## src/rtl/lcd_bus_pkg.sv

```systemverilog
package lcd_bus_pkg;
   typedef enum logic [1:0] {
      LB_REG_CTRL = 2'd0,
      LB_REG_TIME = 2'd1,
      LB_REG_DATA = 2'd2,
      LB_REG_READ = 2'd3
   } lb_reg_e;
   localparam int LB_BUS_W = 8;
endpackage

```

## src/rtl/lcd_host_regs.sv

```systemverilog
module lcd_host_regs
   import lcd_bus_pkg::*;
#(
   parameter int DATA_W     = 32,
   parameter int WAIT_W     = 5,
   parameter int CYC_W      = 6,
   parameter int CNT_W      = 3,
   parameter bit ALLOW_6800 = 1'b1,
   parameter int RST_WAIT   = 1,
   parameter int RST_CYC    = 0
) (
   input  logic                 clk,
   input  logic                 rst_n,
   input  logic                 host_we,
   input  logic [1:0]           host_addr,
   input  logic [1:0]           host_size,
   input  logic [DATA_W-1:0]    host_wdata,
   output logic [DATA_W-1:0]    host_rdata,
   input  logic                 busy,
   input  logic                 cap_en,
   input  logic [LB_BUS_W-1:0]  cap_byte,
   output logic                 cfg_mode,
   output logic                 cfg_elow,
   output logic [WAIT_W-1:0]    cfg_wait,
   output logic [CYC_W-1:0]     cfg_cyc,
   output logic                 req_v,
   output logic                 req_rd,
   output logic [CNT_W-1:0]     req_n,
   output logic [DATA_W-1:0]    req_data
);
   localparam int LANES = DATA_W / LB_BUS_W;

   lb_reg_e sel;
   logic cfg_wr;
   logic elow_q;
   logic [WAIT_W-1:0] wait_q;
   logic [CYC_W-1:0] cyc_q;
   logic [LB_BUS_W-1:0] rd_byte_q;
   int unsigned want;

   assign sel    = lb_reg_e'(host_addr);
   assign cfg_wr = host_we && !busy;

   if (ALLOW_6800) begin : g_mode_reg
      logic mode_q;
      always_ff @(posedge clk or negedge rst_n) begin
         if (!rst_n)                             mode_q <= 1'b0;
         else if (cfg_wr && sel == LB_REG_CTRL)  mode_q <= host_wdata[0];
      end
      assign cfg_mode = mode_q;
   end else begin : g_mode_fixed
      assign cfg_mode = 1'b0;
   end

   always_ff @(posedge clk or negedge rst_n) begin
      if (!rst_n) begin
         elow_q    <= 1'b0;
         wait_q    <= WAIT_W'(RST_WAIT);
         cyc_q     <= CYC_W'(RST_CYC);
         rd_byte_q <= '0;
      end else begin
         if (cfg_wr && sel == LB_REG_CTRL) elow_q <= host_wdata[1];
         if (cfg_wr && sel == LB_REG_TIME) begin
            wait_q <= host_wdata[WAIT_W-1:0];
            cyc_q  <= host_wdata[WAIT_W+CYC_W-1:WAIT_W];
         end
         if (cap_en) rd_byte_q <= cap_byte;
      end
   end

   always_comb begin
      case (host_size)
         2'd0:    want = 1;
         2'd1:    want = 2;
         default: want = 4;
      endcase
      req_v    = host_we && (sel == LB_REG_DATA || sel == LB_REG_READ);
      req_rd   = (sel == LB_REG_READ);
      req_n    = req_rd ? CNT_W'(1) : CNT_W'((want > LANES) ? LANES : want);
      req_data = host_wdata;
   end

   always_comb begin
      host_rdata = '0;
      case (sel)
         LB_REG_CTRL: host_rdata[2:0] = {busy, elow_q, cfg_mode};
         LB_REG_TIME: host_rdata[WAIT_W+CYC_W-1:0] = {cyc_q, wait_q};
         LB_REG_DATA: host_rdata[LB_BUS_W-1:0] = rd_byte_q;
         default:     host_rdata = '0;
      endcase
   end

   assign cfg_elow = elow_q;
   assign cfg_wait = wait_q;
   assign cfg_cyc  = cyc_q;

   // configuration frozen while the engine is occupied
   assert_cfg_hold_R10: assert property (@(posedge clk) disable iff (!rst_n)
      busy |=> ($stable(cfg_wait) && $stable(cfg_cyc) && $stable(cfg_elow) && $stable(cfg_mode)));
endmodule

```

## src/rtl/lcd_xfer_engine.sv

```systemverilog
module lcd_xfer_engine
   import lcd_bus_pkg::*;
#(
   parameter int DATA_W = 32,
   parameter int WAIT_W = 5,
   parameter int CYC_W  = 6,
   parameter int CNT_W  = 3
) (
   input  logic                clk,
   input  logic                rst_n,
   input  logic [WAIT_W-1:0]   cfg_wait,
   input  logic [CYC_W-1:0]    cfg_cyc,
   input  logic                req_v,
   input  logic                req_rd,
   input  logic [CNT_W-1:0]    req_n,
   input  logic [DATA_W-1:0]   req_data,
   output logic                busy,
   output logic                xfer_act,
   output logic                xfer_rd,
   output logic                strobe,
   output logic [LB_BUS_W-1:0] cur_byte,
   output logic                cap_en
);
   localparam int LEN_W = ((CYC_W > WAIT_W + 1) ? CYC_W : WAIT_W + 1) + 1;

   logic [LEN_W-1:0]  floor_len, len_m1, cnt_q;
   logic              act_q, rd_q;
   logic [CNT_W-1:0]  left_q;
   logic [DATA_W-1:0] sh_q;
   logic              pend_v, pend_rd;
   logic [CNT_W-1:0]  pend_n;
   logic [DATA_W-1:0] pend_data;
   logic              cyc_end, last, free, take_pend, take_req, park;

   assign floor_len = LEN_W'(cfg_wait) + LEN_W'(2);
   assign len_m1    = ((LEN_W'(cfg_cyc) < floor_len) ? floor_len : LEN_W'(cfg_cyc)) - LEN_W'(1);
   assign cyc_end   = act_q && (cnt_q == len_m1);
   assign last      = cyc_end && (left_q == CNT_W'(1));
   assign free      = !act_q || last;
   assign take_pend = free && pend_v;
   assign take_req  = free && !pend_v && req_v;
   assign park      = req_v && !pend_v && !free;

   always_ff @(posedge clk or negedge rst_n) begin
      if (!rst_n) begin
         act_q  <= 1'b0;
         rd_q   <= 1'b0;
         cnt_q  <= '0;
         left_q <= '0;
         sh_q   <= '0;
      end else if (take_pend || take_req) begin
         act_q  <= 1'b1;
         cnt_q  <= '0;
         rd_q   <= take_pend ? pend_rd   : req_rd;
         left_q <= take_pend ? pend_n    : req_n;
         sh_q   <= take_pend ? pend_data : req_data;
      end else if (cyc_end) begin
         cnt_q <= '0;
         if (last) begin
            act_q <= 1'b0;
         end else begin
            left_q <= left_q - CNT_W'(1);
            sh_q   <= sh_q >> LB_BUS_W;
         end
      end else if (act_q) begin
         cnt_q <= cnt_q + LEN_W'(1);
      end
   end

   always_ff @(posedge clk or negedge rst_n) begin
      if (!rst_n) begin
         pend_v    <= 1'b0;
         pend_rd   <= 1'b0;
         pend_n    <= '0;
         pend_data <= '0;
      end else if (take_pend || park) begin
         pend_v    <= req_v;
         pend_rd   <= req_rd;
         pend_n    <= req_n;
         pend_data <= req_data;
      end
   end

   assign busy     = act_q || pend_v;
   assign xfer_act = act_q;
   assign xfer_rd  = rd_q;
   assign strobe   = act_q && (cnt_q <= LEN_W'(cfg_wait));
   assign cur_byte = sh_q[LB_BUS_W-1:0];
   assign cap_en   = act_q && rd_q && (cnt_q == LEN_W'(cfg_wait));

   // the holding slot is only occupied behind a running transfer
   assert_pend_needs_active_R6: assert property (@(posedge clk) disable iff (!rst_n)
      !act_q |-> !pend_v);
   // the phase counter stays inside the programmed cycle
   assert_cnt_in_cycle_R5: assert property (@(posedge clk) disable iff (!rst_n)
      act_q |-> (cnt_q <= len_m1));
   // the byte count only moves at the end of a full cycle
   assert_byte_step_R5: assert property (@(posedge clk) disable iff (!rst_n)
      (act_q && $past(act_q) && left_q != $past(left_q)) |-> ($past(cnt_q) == $past(len_m1)));
   // an offered request always leaves the engine busy
   assert_req_busy_R8: assert property (@(posedge clk) disable iff (!rst_n)
      req_v |=> busy);
endmodule

```

## src/rtl/lcd_bus_ctrl.sv

```systemverilog
module lcd_bus_ctrl
   import lcd_bus_pkg::*;
#(
   parameter int DATA_W     = 32,
   parameter int WAIT_W     = 5,
   parameter int CYC_W      = 6,
   parameter bit ALLOW_6800 = 1'b1
) (
   input  logic              clk,
   input  logic              rst_n,
   input  logic              host_we,
   input  logic [1:0]        host_addr,
   input  logic [1:0]        host_size,
   input  logic [DATA_W-1:0] host_wdata,
   output logic [DATA_W-1:0] host_rdata,
   output logic              busy,
   output logic              bus_wr_n,
   output logic              bus_rd_n,
   output logic [7:0]        bus_d_out,
   output logic              bus_d_oe,
   input  logic [7:0]        bus_d_in
);
   localparam int LANES = DATA_W / LB_BUS_W;
   localparam int CNT_W = $clog2(LANES + 1);

   if (DATA_W % LB_BUS_W != 0 || LANES < 2 || LANES > 4) begin : g_bad_width
      $error("lcd_bus_ctrl: DATA_W must be 16, 24 or 32");
   end
   if (WAIT_W + CYC_W > DATA_W || WAIT_W < 1 || CYC_W < 1) begin : g_bad_timing
      $error("lcd_bus_ctrl: timing fields do not fit the host word");
   end

   logic              cfg_mode, cfg_elow;
   logic [WAIT_W-1:0] cfg_wait;
   logic [CYC_W-1:0]  cfg_cyc;
   logic              req_v, req_rd;
   logic [CNT_W-1:0]  req_n;
   logic [DATA_W-1:0] req_data;
   logic              xfer_act, xfer_rd, strobe, cap_en;
   logic [7:0]        cur_byte;
   logic              wr_cycle;

   lcd_host_regs #(
      .DATA_W(DATA_W), .WAIT_W(WAIT_W), .CYC_W(CYC_W), .CNT_W(CNT_W), .ALLOW_6800(ALLOW_6800)
   ) u_regs (
      .clk, .rst_n, .host_we, .host_addr, .host_size, .host_wdata, .host_rdata,
      .busy, .cap_en, .cap_byte(bus_d_in),
      .cfg_mode, .cfg_elow, .cfg_wait, .cfg_cyc,
      .req_v, .req_rd, .req_n, .req_data
   );

   lcd_xfer_engine #(
      .DATA_W(DATA_W), .WAIT_W(WAIT_W), .CYC_W(CYC_W), .CNT_W(CNT_W)
   ) u_engine (
      .clk, .rst_n, .cfg_wait, .cfg_cyc,
      .req_v, .req_rd, .req_n, .req_data,
      .busy, .xfer_act, .xfer_rd, .strobe, .cur_byte, .cap_en
   );

   assign wr_cycle = xfer_act && !xfer_rd;

   always_comb begin
      if (cfg_mode) begin
         bus_wr_n = !wr_cycle;
         bus_rd_n = cfg_elow ? !strobe : strobe;
      end else begin
         bus_wr_n = !(strobe && !xfer_rd);
         bus_rd_n = !(strobe && xfer_rd);
      end
   end

   assign bus_d_oe  = wr_cycle;
   assign bus_d_out = wr_cycle ? cur_byte : 8'h00;

   // in 8080 style the two strobes never overlap
   assert_no_dual_strobe_R1: assert property (@(posedge clk) disable iff (!rst_n)
      !cfg_mode |-> (bus_wr_n || bus_rd_n));
   // the data bus is only driven while the pins signal a write
   assert_oe_dir_R4: assert property (@(posedge clk) disable iff (!rst_n)
      bus_d_oe |-> (cfg_mode ? !bus_wr_n : bus_rd_n));
endmodule

```

## config.mk

```make
export PLATFORM = sky130hd
export DESIGN_NAME = lcd_bus_ctrl
export DESIGN_NICKNAME = d
export VERILOG_FILES = /design/src/rtl/lcd_bus_pkg.sv /design/src/rtl/lcd_host_regs.sv /design/src/rtl/lcd_xfer_engine.sv /design/src/rtl/lcd_bus_ctrl.sv
export SDC_FILE = /design/constraint.sdc
export NUM_CORES = 1
export LEC_CHECK = 0
export BUFFER_PORTS_ARGS = -buffer_cell sky130_fd_sc_hd__buf_4
export CORE_MARGIN = 2
export CORE_UTILIZATION = 40
export CTS_BUF_LIST = sky130_fd_sc_hd__clkbuf_8
export DETAILED_ROUTE_END_ITERATION = 10
export SYNTH_ARGS = -nofsm -noshare
export SYNTH_HDL_FRONTEND = slang
export SYNTH_SLANG_ARGS = --single-unit
```

## constraint.sdc

```tcl
create_clock -name clk -period 4.7 [get_ports clk]
set_input_delay 0.235 -clock clk [delete_from_list [all_inputs] [get_ports clk]]
set_output_delay 0.235 -clock clk [all_outputs]
set_load 0.1 [all_outputs]
```

==> results.txt, run 1 <==
----------------------------------------------------
[Synthesis]
  Area fraction of the dominant cell type after synthesis ... 40.6%
  Library cells used by synthesis ... 55
  Top post-synthesis cells by area ... sky130_fd_sc_hd__dfrtp_1 41%, sky130_fd_sc_hd__mux2_2 7.6%, sky130_fd_sc_hd__a222oi_1 4.3%, sky130_fd_sc_hd__ha_1 4.0%, sky130_fd_sc_hd__inv_1 4.0%
  Post-synthesis instance area ... 0.00622 sq mm
  Count of synthesis-stage warnings from yosys ... 0
  Cell count after synthesis ... 641
  Count of flip-flops with a built-in enable after synthesis ... 0
  Most area-hungry cell type in the Yosys netlist ... sky130_fd_sc_hd__dfrtp_1
  Mean area per synthesized cell ... 9.71 sq um
  Dominant synthesized flop cell ... sky130_fd_sc_hd__dfrtp_1
  Total of flip-flops plus latches after synthesis ... 102
  Sequential element share of the synthesized area ... 41.0%
  Fraction of synthesis flops using an asynchronous set or reset pin ... 100%

[Detailed routing]
  Total DRC errors in the routed layout ... 0
  Residual antenna-violating net count after detailed routing ... 0
  Drt pass-1 iters ... 8
  Wire per inst ... 18.1 microns
  Via total after detailed routing ... 5085
  Total wirelength of the detailed-routed design ... 16.2 mm
  Via density per instance ... 5.68
  Count of routing violations after the opening detailed-route iteration ... 472

[Pwr]
  Peak supply drop ... 378 uV
  Cell area power density ... 617 mW/mm^2
  Leak pwr ... 3.54 nW

[Global routing]
  Global Route Usage Sum ... 20.1%
  Wire length of the first global-routing pass ... 26.0 mm
  Maximum number of pins on one net before global-route repair ... 54
  Grt total ovfl ... 0
  Vias in the first global route ... 4977
  Number of antenna violations at the first check in global routing ... 0

[Clock tree]
  Total CTS buffers ... 9
  TritonCTS Sinks ... 102
  Max Buffers Root-to-Sink ... 2
  H-tree depth reported by CTS ... 3
  Root buffer selected by CTS ... sky130_fd_sc_hd__clkbuf_8
  Clk pin slew, worst setup/hold paths ... 0.10 ns
  Clock tree from TritonCTS ... built
  Worst skew pair latency ... 0.39 ns

[Critical path]
  Most used cell, CP ... sky130_fd_sc_hd__buf_4
  Endpoint class of the critical path ... flip-flop
  Biggest cell delay along the critical path ... 0.47 ns
  Worst-path cell chain ... buf_4, nand3_1, xnor2_2, ha_1, a21oi_2, o21ai_1, a21o_4, mux2i_2, ha_2, nor2b_1, o2111a_1, a21boi_0, a2111oi_0, mux2i_1, o211ai_1, buf_4, a41oi_4, buf_4, or2_2, a31o_2
  Data required time of the critical path ... 4.99 ns
  Startpoint types ... flip-flop
  Crit path max fanout ... 10
  Start-to-end type of the worst setup path ... flip-flop to flip-flop
  CP max stage cell ... sky130_fd_sc_hd__a2111oi_0
  Data arrival time at the worst-slack endpoint ... 4.81 ns

[Run status]
  Status ... finished, final reports clean

[Min path]
  Hold Crit Class ... primary input to flip-flop

[Die]
  Initial standard-cell utilization of the core ... 40.9%
  Die Height ... 129 microns
  Die Area ... 0.0166 sq mm
  Standard-cell row count ... 45
  Number of I/O pins ... 91
  Die X-Extent ... 129 microns
  Core area ... 0.0152 sq mm

[Timing]
  Share of the clock period used by the worst path ... 96.0%
  Post-route minimum period ... 4.51 ns
  Final setup skew ... 0.0116 ns
  Final setup fails ... 0
  Slew @ Worst Pin ... 0.991 ns
  Fin. Hold Viols ... 0
  Pins Over Slew Limit ... 0
  Highest Clock Rate ... 0.222 GHz
  Worst slew margin ... 33.6%

[Cells and area]
  Final instance area ... 0.00716 sq mm
  Net count reported at finish ... 769
  Share of cells above drive strength 1 ... 24.2%
  Count of antenna diodes in the layout ... 0
  Layout overhead on the synthesized area ... 15.0%
  Filler instances ... 1428
  Post-route core utilization ... 47.1%

[Job]
  Maximum capacitance violations ... 0

[Placed design]
  Placed instance area ... 0.00689 sq mm
  Number of input and output port buffers inserted ... 69
  Final HPWL DP ... 11.5 mm
  Placer's final routability congestion estimate ... 0.919

----------------------------------------------------
-- synthesized netlist by cell type (all sizes together) (2+ instances only) --
cell type and n:
dfrtp 101, inv 66, mux2 54, nor2 52
a21oi 33, buf 33, clkbuf 31, and3 28
a222oi 27, mux2i 25, nand2 24, o32ai 24
o21ai 23, ha 20, nor3 17, xnor2 12
nand3 10, nor2b 10, a22oi 5, xor2 4
a211oi 3, a31oi 3, and2 3, o21a 3
a21o 2, a221o 2, nand2b 2, nand4 2
nor3b 2, o211ai 2, or2 2
-- cell usage in the layout (no fill, tap or decap), types with 4 or more instances in the layout --
master | netlist | final
sky130_fd_sc_hd__nand2_1 | 24 | 24
sky130_fd_sc_hd__o32ai_1 | 24 | 24
sky130_fd_sc_hd__mux2_1 | 12 | 12
sky130_fd_sc_hd__ha_1 | 20 | 18
sky130_fd_sc_hd__nand3_1 | 10 | 10
sky130_fd_sc_hd__o21ai_0 | 21 | 20
sky130_fd_sc_hd__inv_1 | 66 | 66
sky130_fd_sc_hd__mux2_2 | 42 | 42
sky130_fd_sc_hd__nor2b_1 | 10 | 9
sky130_fd_sc_hd__mux2i_1 | 24 | 23
sky130_fd_sc_hd__dfrtp_1 | 101 | 101
sky130_fd_sc_hd__and3_1 | 28 | 28
sky130_fd_sc_hd__conb_1 | 1 | 21
sky130_fd_sc_hd__clkbuf_8 | 0 | 9
sky130_fd_sc_hd__buf_4 | 21 | 91
sky130_fd_sc_hd__xnor2_1 | 12 | 11
sky130_fd_sc_hd__nor2_1 | 52 | 51
sky130_fd_sc_hd__a22oi_1 | 5 | 5
sky130_fd_sc_hd__a222oi_1 | 27 | 27
sky130_fd_sc_hd__clkinv_2 | 0 | 4
sky130_fd_sc_hd__a21oi_1 | 32 | 30
sky130_fd_sc_hd__nor3_1 | 17 | 17
-- kinds of logic (layout without fill, tap and decap cells) --
group | count (synthesis) | after routing | synth area share, %
adder cells (fa/ha/maj) | 21 | 21 | 4.18
multiplexers | 79 | 79 | 14.0
other | 1 | 21 | 0.0603
flip-flops | 102 | 102 | 41.0
buffers and inverters | 130 | 176 | 9.69
AO/OA/AOI/OAI | 137 | 137 | 16.5
XOR/XNOR | 16 | 16 | 2.25
AND/OR/NAND/NOR | 155 | 155 | 12.3
-- critical path: cells and delay by family (launching register included) --
| kind | cells | cell delay, ns |
|---|---|---|
| buf+inv | 3 | 0.55 |
| flops | 1 | 0.40 |
| xor+xnor | 1 | 0.18 |
| simple gates | 3 | 0.68 |
| compound gates | 9 | 1.74 |
| fa+ha+maj | 2 | 0.54 |
| mux | 2 | 0.32 |
-- final cells by class --
type	count	area (sq um)	share of cell area, %
clock buffer	9	124	1.73
tap	188	235	3.29
inverter	66	248	3.46
timing repair buffer	94	733	10.2
clock inverter	7	47.5	0.664
multi-input combinational	429	3220	44.9
sequential	102	2550	35.7
-- layer usage --
layer	track usage, %	routed length (microns)	vias up	part of all wire, %
li1	-	-	2371	-
met1	26.5	7110	2510	44
met2	33.6	7820	178	48
met3	3.91	925	26	5.7
met4	6.46	357	0	2.2
met5	0	0	-	0
-- state kept, by name (all words and copies together) (netlist names), 3 cells and up --
register	flops
u_regs.cfg_cyc	6
u_engine.sh_q	32
u_regs.rd_byte_q	8
u_engine.cnt_q	7
u_engine.left_q	3
u_engine.pend_n	3
u_regs.cfg_wait	5
u_engine.pend_data	32
-- path summary, 6_finish.rpt --
kind                       depth (start not counted)                   start  slack [ns]                      to
setup / recovery                                  20      u_regs.cfg_wait[1]        0.19      u_engine.left_q[1]
hold / removal                                     2          host_wdata[22]        0.06  u_engine.pend_data[22]
setup reg to reg                                  20      u_regs.cfg_wait[1]        0.19      u_engine.left_q[1]
hold reg to reg                                    1  u_engine.pend_data[24]        0.50  u_engine.pend_data[24]
max in group asynchronous                          3                   rst_n        3.17       u_engine.sh_q[24]
min in group asynchronous                          2                   rst_n        0.41     u_regs.rd_byte_q[6]
-- what timing repair did --
item,in CTS,in global routing
endpoints found under the setup margin,24,71
hold buffers,1,0
pin swaps,0,1
gates resized for setup,1,12
hold endpoints to repair,51,0
buffers inserted,0,2
-- power breakdown --
group / internal, W / total, W / switching, W
Combinational: 0.000937 / 0.00235 / 0.00141
Sequential: 0.00126 / 0.00154 / 0.000288
Clock: 0.000195 / 0.000524 / 0.000330
Total: 0.00239 / 0.00441 / 0.00203
-- per-stage QoR --
stage | worst slack (ns) | setup TNS, ns | total power, W | instances | hold slack [ns]
after global routing | -0.117 | -3.73 | 0.00473 | 895 | 0.0462
final | 0.186 | 0 | 0.00441 | 895 | 0.0582
after global placement | -0.119 | -2.78 | 0.00375 | 876 | 0.324
after floorplan | 0.301 | 0 | 0.00328 | 661 | -0.0606
after CTS | 0.0219 | 0 | 0.00435 | 893 | 0.0453
after detailed placement | -0.246 | -4.95 | 0.00382 | 876 | 0.323
No activity file was read; power rests on OpenSTA's default activity.
==> run 2, diff against run 1 <==
Clock period 4.7 ns to 4.5 ns, I/O delays scaled along.
==> run 2 against run 1 <==
  * The flow now finishes with violations (hold timing)
  * Setup slack worse by 0.061 ns
  * First-iteration DRC count grew 3.6%
  * Final cell count increased by 1.6%
  * Global-route usage is essentially flat
  * Flip-flop and latch count stayed put
  * Sequential power up 5%
  * Sequential share of layout area is 1.4 points lower
  * Register-to-register slack lost 0.06 ns
  * Clock-buffer cell count increased by 1
  * Wire length rose by 3.2%
==> results.txt, run 2 (synthesis gave the netlist of run 1 again) <==
----------------------------------------------------
[Critical path]
  Data arrival time at the worst-slack endpoint ... 4.65 ns (-0.16 ns)
  Worst-path cell chain ... ha_4, inv_2, ha_4, nand2_2, o21ai_2, a21o_1, mux2i_2, ha_2, nor2b_1, o2111a_1, a21bo_4, nand3_4, xnor2_2, o211ai_1, buf_4, a41oi_4, mux2i_4, buf_6, clkbuf_16, mux2_2
  Startpoint types ... flip-flop
  Crit path max fanout ... 5 (-5)
  Most used cell, CP ... sky130_fd_sc_hd__ha_4
  Biggest cell delay along the critical path ... 0.47 ns (about the same)
  End of the worst register-to-register path ... u_engine.pend_data[16]
  Origin of the critical flop-to-flop path ... u_regs.cfg_wait[2]
  CP max stage cell ... sky130_fd_sc_hd__dfrtp_2
  Start-to-end type of the worst setup path ... flip-flop to flip-flop
  R2R Setup Slk ... 0.12 ns (-0.06 ns)
  Endpoint class of the critical path ... flip-flop
  Data required time of the critical path ... 4.77 ns (-0.22 ns)
  Cells on worst reg2reg path ... 20 (unchanged)

[Detailed routing]
  Via density per instance ... 5.70 (+0.28%)
  Total wirelength of the detailed-routed design ... 16.7 mm (+3.2%)
  Wire per inst ... 18.4 microns (+1.6%)
  Amount of wire on met2 after detailed routing ... 8.09 mm (+3.4%)
  Via total after detailed routing ... 5179 (+1.8%)
  Count of routing violations after the opening detailed-route iteration ... 489 (+3.6%)
  Highest metal layer with signal wires ... met4
  Residual antenna-violating net count after detailed routing ... 0 (unchanged)
  Drt pass-1 iters ... 7 (-1)
  Routed length on met1 ... 7.23 mm (+1.7%)
  Met3 routed wirelength ... 1.03 mm (+11%)
  Total DRC errors in the routed layout ... 0 (unchanged)

[Timing]
  Final setup skew ... 0.0168 ns (+0.00523 ns)
  Tightest hold margin ... -0.0338 ns (-0.0920 ns)
  Slew @ Worst Pin ... 1.01 ns (+0.0142 ns)
  Fin. Hold Viols ... 17 (+17)
  Pins Over Slew Limit ... 0 (unchanged)
  Share of the clock period used by the worst path ... 97.2% (+1.2 points)
  Worst slew margin ... 32.7% (-0.95 points)
  Setup repair after global routing missed its margin ... yes
  Highest Clock Rate ... 0.229 GHz (+3.2%)
  Post-route minimum period ... 4.38 ns (-0.139 ns)
  Final setup fails ... 0 (unchanged)
  Setup TNS ... 0 ns (unchanged)

[Job]
  Maximum capacitance violations ... 0 (unchanged)

[Clock tree]
  Clock tree from TritonCTS ... built
  Max Buffers Root-to-Sink ... 2 (unchanged)
  Root buffer selected by CTS ... sky130_fd_sc_hd__clkbuf_8
  TritonCTS Sinks ... 102 (unchanged)
  Total CTS buffers ... 9 (unchanged)
  H-tree depth reported by CTS ... 3 (unchanged)
  Clk pin slew, worst setup/hold paths ... 0.10 ns (about the same)
  Worst skew pair latency ... 0.39 ns (about the same)

[Global routing]
  Vias in the first global route ... 5019 (+0.84%)
  Wire length of the first global-routing pass ... 26.2 mm (+0.77%)
  Maximum number of pins on one net before global-route repair ... 76 (+41%)
  Grt total ovfl ... 0 (unchanged)
  Number of antenna violations at the first check in global routing ... 0 (unchanged)
  Global Route Usage Sum ... 20.1% (about the same)

[Min path]
  Hold Crit Class ... primary input to asynchronous set/reset pin

[Pwr]
  Sequential fraction of design power ... 33.6% (-1.4 points)
  Cell area power density ... 645 mW/mm^2 (+4.6%)
  Internal power component ... 0.00265 W (+11%)
  Clock Power Share ... 12.9% (+1.0 points)
  Proportion of power drawn by combinational gates ... 53.5% (+0.3 points)
  Reported net switching power ... 0.00215 W (+6.2%)
  Peak supply drop ... 461 uV (+22%)
  Switching share of total power ... 44.8% (-1.1 points)
  Leak pwr ... 3.73 nW (+5.2%)

[Die]
  Standard-cell row count ... 45 (unchanged)
  Die X-Extent ... 129 microns (unchanged)
  Core area ... 0.0152 sq mm (unchanged)
  Number of I/O pins ... 91 (unchanged)
  Die Area ... 0.0166 sq mm (unchanged)
  Die Height ... 129 microns (unchanged)
  Initial standard-cell utilization of the core ... 40.9% (unchanged)

[Cells and area]
  Layout overhead on the synthesized area ... 19.7%
  Count of antenna diodes in the layout ... 0 (unchanged)
  Share of cells above drive strength 1 ... 27.2% (+3.0 points)
  Largest registers ... u_engine.pend_data x32, u_engine.sh_q x32, u_regs.rd_byte_q x8
  Final instance area ... 0.00745 sq mm (+4.1%)
  Net count reported at finish ... 783 (+1.8%)
  Post-route core utilization ... 49.0% (+1.9 points)
  Most used cells in the layout excluding fill and tap cells ... 99 x sky130_fd_sc_hd__buf_4, 99 x sky130_fd_sc_hd__dfrtp_1, 66 x sky130_fd_sc_hd__inv_1

[Placed design]
  Placer's final routability congestion estimate ... 0.876 (-4.7%)
  Final HPWL DP ... 11.5 mm (+0.32%)
  Number of input and output port buffers inserted ... 69 (unchanged)
  Placed instance area ... 0.00692 sq mm (+0.44%)

[Run status]
  Status ... finished with violations
  Violated checks ... hold timing

----------------------------------------------------
## run 2: cell count changes in the layout (fill, tap and decap cells not counted), sizes merged
cell	before	now
buf	93	105
clkinv	4	3
clkbuf	9	13
bufinv	0	1
dlygate4sd3	1	0
clkinvlp	1	0
## run 2: layout make-up
cell class              instances  area [sq um]
fillers                      1430          7750
multi-input cells             429          3300
well taps                     188           235
clock buffers                  10           138
flip-flops and latches        102          2560
repair buffers                108           903
clock inverters                 6          71.3
inverters                      66           248
## run 2: worst max path at each step
stage / startpoint / to / slack [ns]
4_1_cts: u_regs.cfg_wait[2] / u_engine.pend_data[16] / 0.03
2_1_floorplan: u_regs.cfg_wait[1] / u_engine.pend_data[10] / 0.10
3_3_place_gp: u_regs.cfg_wait[2] / u_engine.sh_q[6] / -0.16
3_5_place_dp: u_regs.cfg_wait[2] / u_engine.sh_q[5] / -0.33
5_1_grt: u_regs.cfg_wait[2] / u_engine.pend_data[1] / -0.11
6_report: u_regs.cfg_wait[2] / u_engine.pend_data[16] / 0.12
## run 2: power by group through the flow
stage	registers (W)	clock network, W	logic (W)
after floorplan	0.00149	0	0.00194
after global placement	0.00161	0	0.00232
after detailed placement	0.00162	0	0.00239
after CTS	0.00160	0.000644	0.00243
after global routing	0.00166	0.000676	0.00280
final	0.00161	0.000622	0.00257
## run 2: critical path, delay by kind of cell (launching register included)
family                   cells  cell delay, ns
multiplexers                 3            0.93
adder cells (fa/ha/maj)      3            0.78
XOR/XNOR                     1            0.11
AO/OA/AOI/OAI                6            1.15
flip-flops                   1            0.47
AND/OR/NAND/NOR              3            0.28
buffers and inverters        4            0.54
## run 2: routing by layer
metal / track usage (%) / vias up
li1: - / 2400
met1: 26.6 / 2555
met2: 32.9 / 196
met3: 3.49 / 28
met4: 8.25 / 0
met5: 0 / -
## run 2: per-stage QoR
stage / hold slack [ns] / setup WS, ns / total power [W] / instances
4_1_cts: 0.00780 / 0.0276 / 0.00468 / 898
3_5_place_dp: 0.445 / -0.330 / 0.00401 / 880
3_3_place_gp: 0.438 / -0.160 / 0.00393 / 880
5_1_grt: 0.0387 / -0.107 / 0.00514 / 909
2_1_floorplan: -0.0706 / 0.101 / 0.00343 / 661
6_report: -0.0338 / 0.125 / 0.00480 / 909
## run 2: what timing repair did
| item | in CTS | in global routing |
|---|---|---|
| cloned | 0 | 4 |
| resized for setup | 3 | 33 |
| pin swaps | 1 | 9 |
| setup endpoints to repair | 70 | 71 |
| hold buffers | 0 | 0 |
| setup buffers | 2 | 7 |
==> run 3, diff against run 2 <==
Settings changed: GPL_TIMING_DRIVEN set to 0.
==> run 3 against run 2 <==
  * The run now ends clean
  * First-iteration DRC count shrank 25%
  * Via count grew 3.2%
  * Critical path type unchanged
  * Sequential share of layout area decreased by 1.9 points
  * Global-route usage grew 0.63 points
  * Core utilization increased by 2.9 points
  * Power up 3.2%
  * Largest power group unchanged
  * Highest routed layer unchanged
==> results.txt, run 3 (synthesis gave the netlist of run 1 again) <==
----------------------------------------------------
[Pwr]
  Switching share of total power ... 44.4% (-0.37 points)
  Proportion of power drawn by combinational gates ... 55.9% (+2.4 points)
  Clock Power Share ... 11.8% (-1.1 points)
  Sequential fraction of design power ... 32.3% (-1.3 points)
  Cell area power density ... 628 mW/mm^2 (-2.6%)
  Reported net switching power ... 0.00220 W (+2.3%)
  Leak pwr ... 3.95 nW (+5.9%)
  Internal power component ... 0.00275 W (+3.8%)
  Post-layout power ... 0.00496 W (+3.2%)
  Peak supply drop ... 395 uV (-14%)

[Job]
  Maximum capacitance violations ... 0 (unchanged)

[Cells and area]
  Net count reported at finish ... 838 (+7.0%)
  Layout overhead on the synthesized area ... 26.8%
  Filler instances ... 1434 (+0.28%)
  Share of cells above drive strength 1 ... 29.4% (+2.2 points)
  Most frequent standard cell in the layout excluding fill and tap cells ... sky130_fd_sc_hd__buf_4
  Most used cells in the layout excluding fill and tap cells ... 113 x sky130_fd_sc_hd__buf_4, 99 x sky130_fd_sc_hd__dfrtp_1, 67 x sky130_fd_sc_hd__inv_1
  Count of antenna diodes in the layout ... 0 (unchanged)
  Largest registers ... u_engine.pend_data x32, u_engine.sh_q x32, u_regs.rd_byte_q x8
  Final instance count without filler cells ... 964 (+6.1%)
  Area taken by multi-input logic gates ... 0.00344 sq mm (+4.4%)
  Sequential standard cell area ... 0.00256 sq mm (unchanged)

[Global routing]
  Number of antenna violations at the first check in global routing ... 0 (unchanged)
  Maximum number of pins on one net before global-route repair ... 103 (+36%)
  Global Route Usage Sum ... 20.8% (+0.63 points)
  Wire length of the first global-routing pass ... 27.1 mm (+3.3%)
  Grt total ovfl ... 0 (unchanged)
  Vias in the first global route ... 5235 (+4.3%)

[Critical path]
  Start-to-end type of the worst setup path ... flip-flop to flip-flop
  CP max stage cell ... sky130_fd_sc_hd__dfrtp_2
  Endpoint class of the critical path ... flip-flop
  Cells on worst reg2reg path ... 21 (+5.0%)
  Data required time of the critical path ... 4.77 ns (about the same)
  Data arrival time at the worst-slack endpoint ... 4.66 ns (about the same)
  End of the worst register-to-register path ... u_engine.pend_data[25]
  Worst-path cell chain ... ha_4, inv_1, ha_4, nand2_2, o21ai_4, a21o_1, buf_6, mux2i_4, ha_4, nor2b_4, o2111a_1, a21bo_4, nand3_4, xnor2_2, o211ai_1, buf_4, a41oi_4, mux2i_4, buf_6, clkbuf_16, mux2_4
  Origin of the critical flop-to-flop path ... u_regs.cfg_wait[2]
  Biggest cell delay along the critical path ... 0.48 ns (about the same)
  R2R Setup Slk ... 0.11 ns (-0.02 ns)
  Most used cell, CP ... sky130_fd_sc_hd__ha_4
  Startpoint types ... flip-flop
  Crit path max fanout ... 7 (+2)

[Placed design]
  Placer's final routability congestion estimate ... 0.858 (-2.1%)
  Pre-CTS worst setup slack ... -0.781 ns (-0.451 ns)
  Final HPWL DP ... 12.1 mm (+5.3%)
  Number of input and output port buffers inserted ... 69 (unchanged)
  Number of placed instances with taps included ... 918 (+4.3%)

[Clock tree]
  Root buffer selected by CTS ... sky130_fd_sc_hd__clkbuf_8
  H-tree depth reported by CTS ... 3 (unchanged)
  Worst skew pair latency ... 0.38 ns (about the same)
  TritonCTS Sinks ... 102 (unchanged)
  Max Buffers Root-to-Sink ... 2 (unchanged)
  Total CTS buffers ... 9 (unchanged)
  Clock tree from TritonCTS ... built
  Clk pin slew, worst setup/hold paths ... 0.10 ns (about the same)

[Die]
  Core area ... 0.0152 sq mm (unchanged)
  Die X-Extent ... 129 microns (unchanged)
  Number of I/O pins ... 91 (unchanged)
  Die Height ... 129 microns (unchanged)
  Initial standard-cell utilization of the core ... 40.9% (unchanged)
  Standard-cell row count ... 45 (unchanged)
  Die Area ... 0.0166 sq mm (unchanged)

[Timing]
  Setup repair after global routing missed its margin ... yes
  Final setup fails ... 0 (unchanged)
  Worst slew margin ... 49.2% (+17 points)
  Highest Clock Rate ... 0.228 GHz (-0.42%)
  Share of the clock period used by the worst path ... 97.6% (+0.41 points)
  Fin. Hold Viols ... 0 (-17)
  Worst Setup Slack, final ... 0.106 ns (-0.0185 ns)
  Slew @ Worst Pin ... 0.760 ns (-0.246 ns)
  Setup TNS ... 0 ns (unchanged)
  Tightest hold margin ... 0.0716 ns (+0.105 ns)
  Pins Over Slew Limit ... 0 (unchanged)
  Post-route minimum period ... 4.39 ns (+0.0185 ns)
  Final setup skew ... 0.00852 ns (-0.00831 ns)

[Detailed routing]
  Count of routing violations after the opening detailed-route iteration ... 367 (-25%)
  Drt pass-1 iters ... 7 (unchanged)
  Residual antenna-violating net count after detailed routing ... 0 (unchanged)
  Wire per inst ... 17.7 microns (-3.8%)
  Via density per instance ... 5.54 (-2.7%)
  Total DRC errors in the routed layout ... 0 (unchanged)
  Via total after detailed routing ... 5343 (+3.2%)
  Total wirelength of the detailed-routed design ... 17.1 mm (+2.1%)

[Min path]
  Worst hold path endpoint ... u_engine.pend_data[14]
  Hold Crit Start ... host_wdata[14]
  Hold Crit Class ... primary input to flip-flop
  Hold-critical path depth ... 2

[Run status]
  Status ... finished, final reports clean

----------------------------------------------------
[run 3: power by group through the flow]
stage          clock network, W  logic [W]  registers (W)
5_1_grt                0.000644    0.00301        0.00165
3_3_place_gp                  0    0.00234        0.00158
6_report               0.000582    0.00277        0.00160
4_1_cts                0.000604    0.00252        0.00159
3_5_place_dp                  0    0.00241        0.00160
2_1_floorplan                 0    0.00194        0.00149
[run 3: worst max-delay path: cells and delay by family, from the launching register on]
family          cells  cell delay (ns)
flops               1             0.48
buf+inv             5             0.73
compound gates      6             1.01
mux                 3             0.86
fa+ha+maj           3             0.76
xor+xnor            1             0.12
simple gates        3             0.29
[run 3: how the worst max path moves through the flow]
stage / endpoint / slack [ns] / startpoint
2_1_floorplan: u_engine.pend_data[10] / 0.10 / u_regs.cfg_wait[1]
3_3_place_gp: u_engine.pend_data[13] / -0.62 / u_regs.cfg_wait[1]
3_5_place_dp: u_engine.pend_data[26] / -0.78 / u_regs.cfg_wait[1]
4_1_cts: u_engine.sh_q[9] / 0.002 / u_regs.cfg_wait[3]
5_1_grt: u_engine.pend_data[21] / -0.04 / u_regs.cfg_wait[1]
6_report: u_engine.pend_data[25] / 0.11 / u_regs.cfg_wait[2]
[run 3: area by class of cell]
type                       count  share of cell area (%)
timing repair buffer         100                    10.4
tap                          188                    2.98
multi-input combinational    429                    43.6
inverter                      66                    3.14
clock buffer                   9                    1.57
clock inverter                 7                   0.825
sequential                   102                    32.4
buffer                        63                    5.03
[run 3: per-stage QoR]
| stage | util, % | cell area (sq um) |
|---|---|---|
| 6_report | 51.9 | 7890 |
| 5_1_grt | 51.9 | 7890 |
| 4_1_cts | 48.9 | 7430 |
| 3_5_place_dp | 46.4 | 7050 |
| 3_3_place_gp | 46.4 | 7050 |
| 2_1_floorplan | - | 6300 |
[run 3: per-layer routing]
| layer | up-vias | routed length [microns] | global-route usage [%] |
|---|---|---|---|
| li1 | 2514 | - | - |
| met1 | 2618 | 7630 | 28.1 |
| met4 | 0 | 373 | 7.80 |
| met3 | 28 | 913 | 3.20 |
| met2 | 183 | 8170 | 33.8 |
| met5 | - | 0 | 0 |
[run 3: what timing repair did]
action,4_1_cts,5_1_grt
resized for setup,20,62
cloned,0,4
buffers inserted,12,13
endpoints found under the hold margin,0,101
setup endpoints to repair,80,77
hold buffers,0,1
pin swaps,5,20
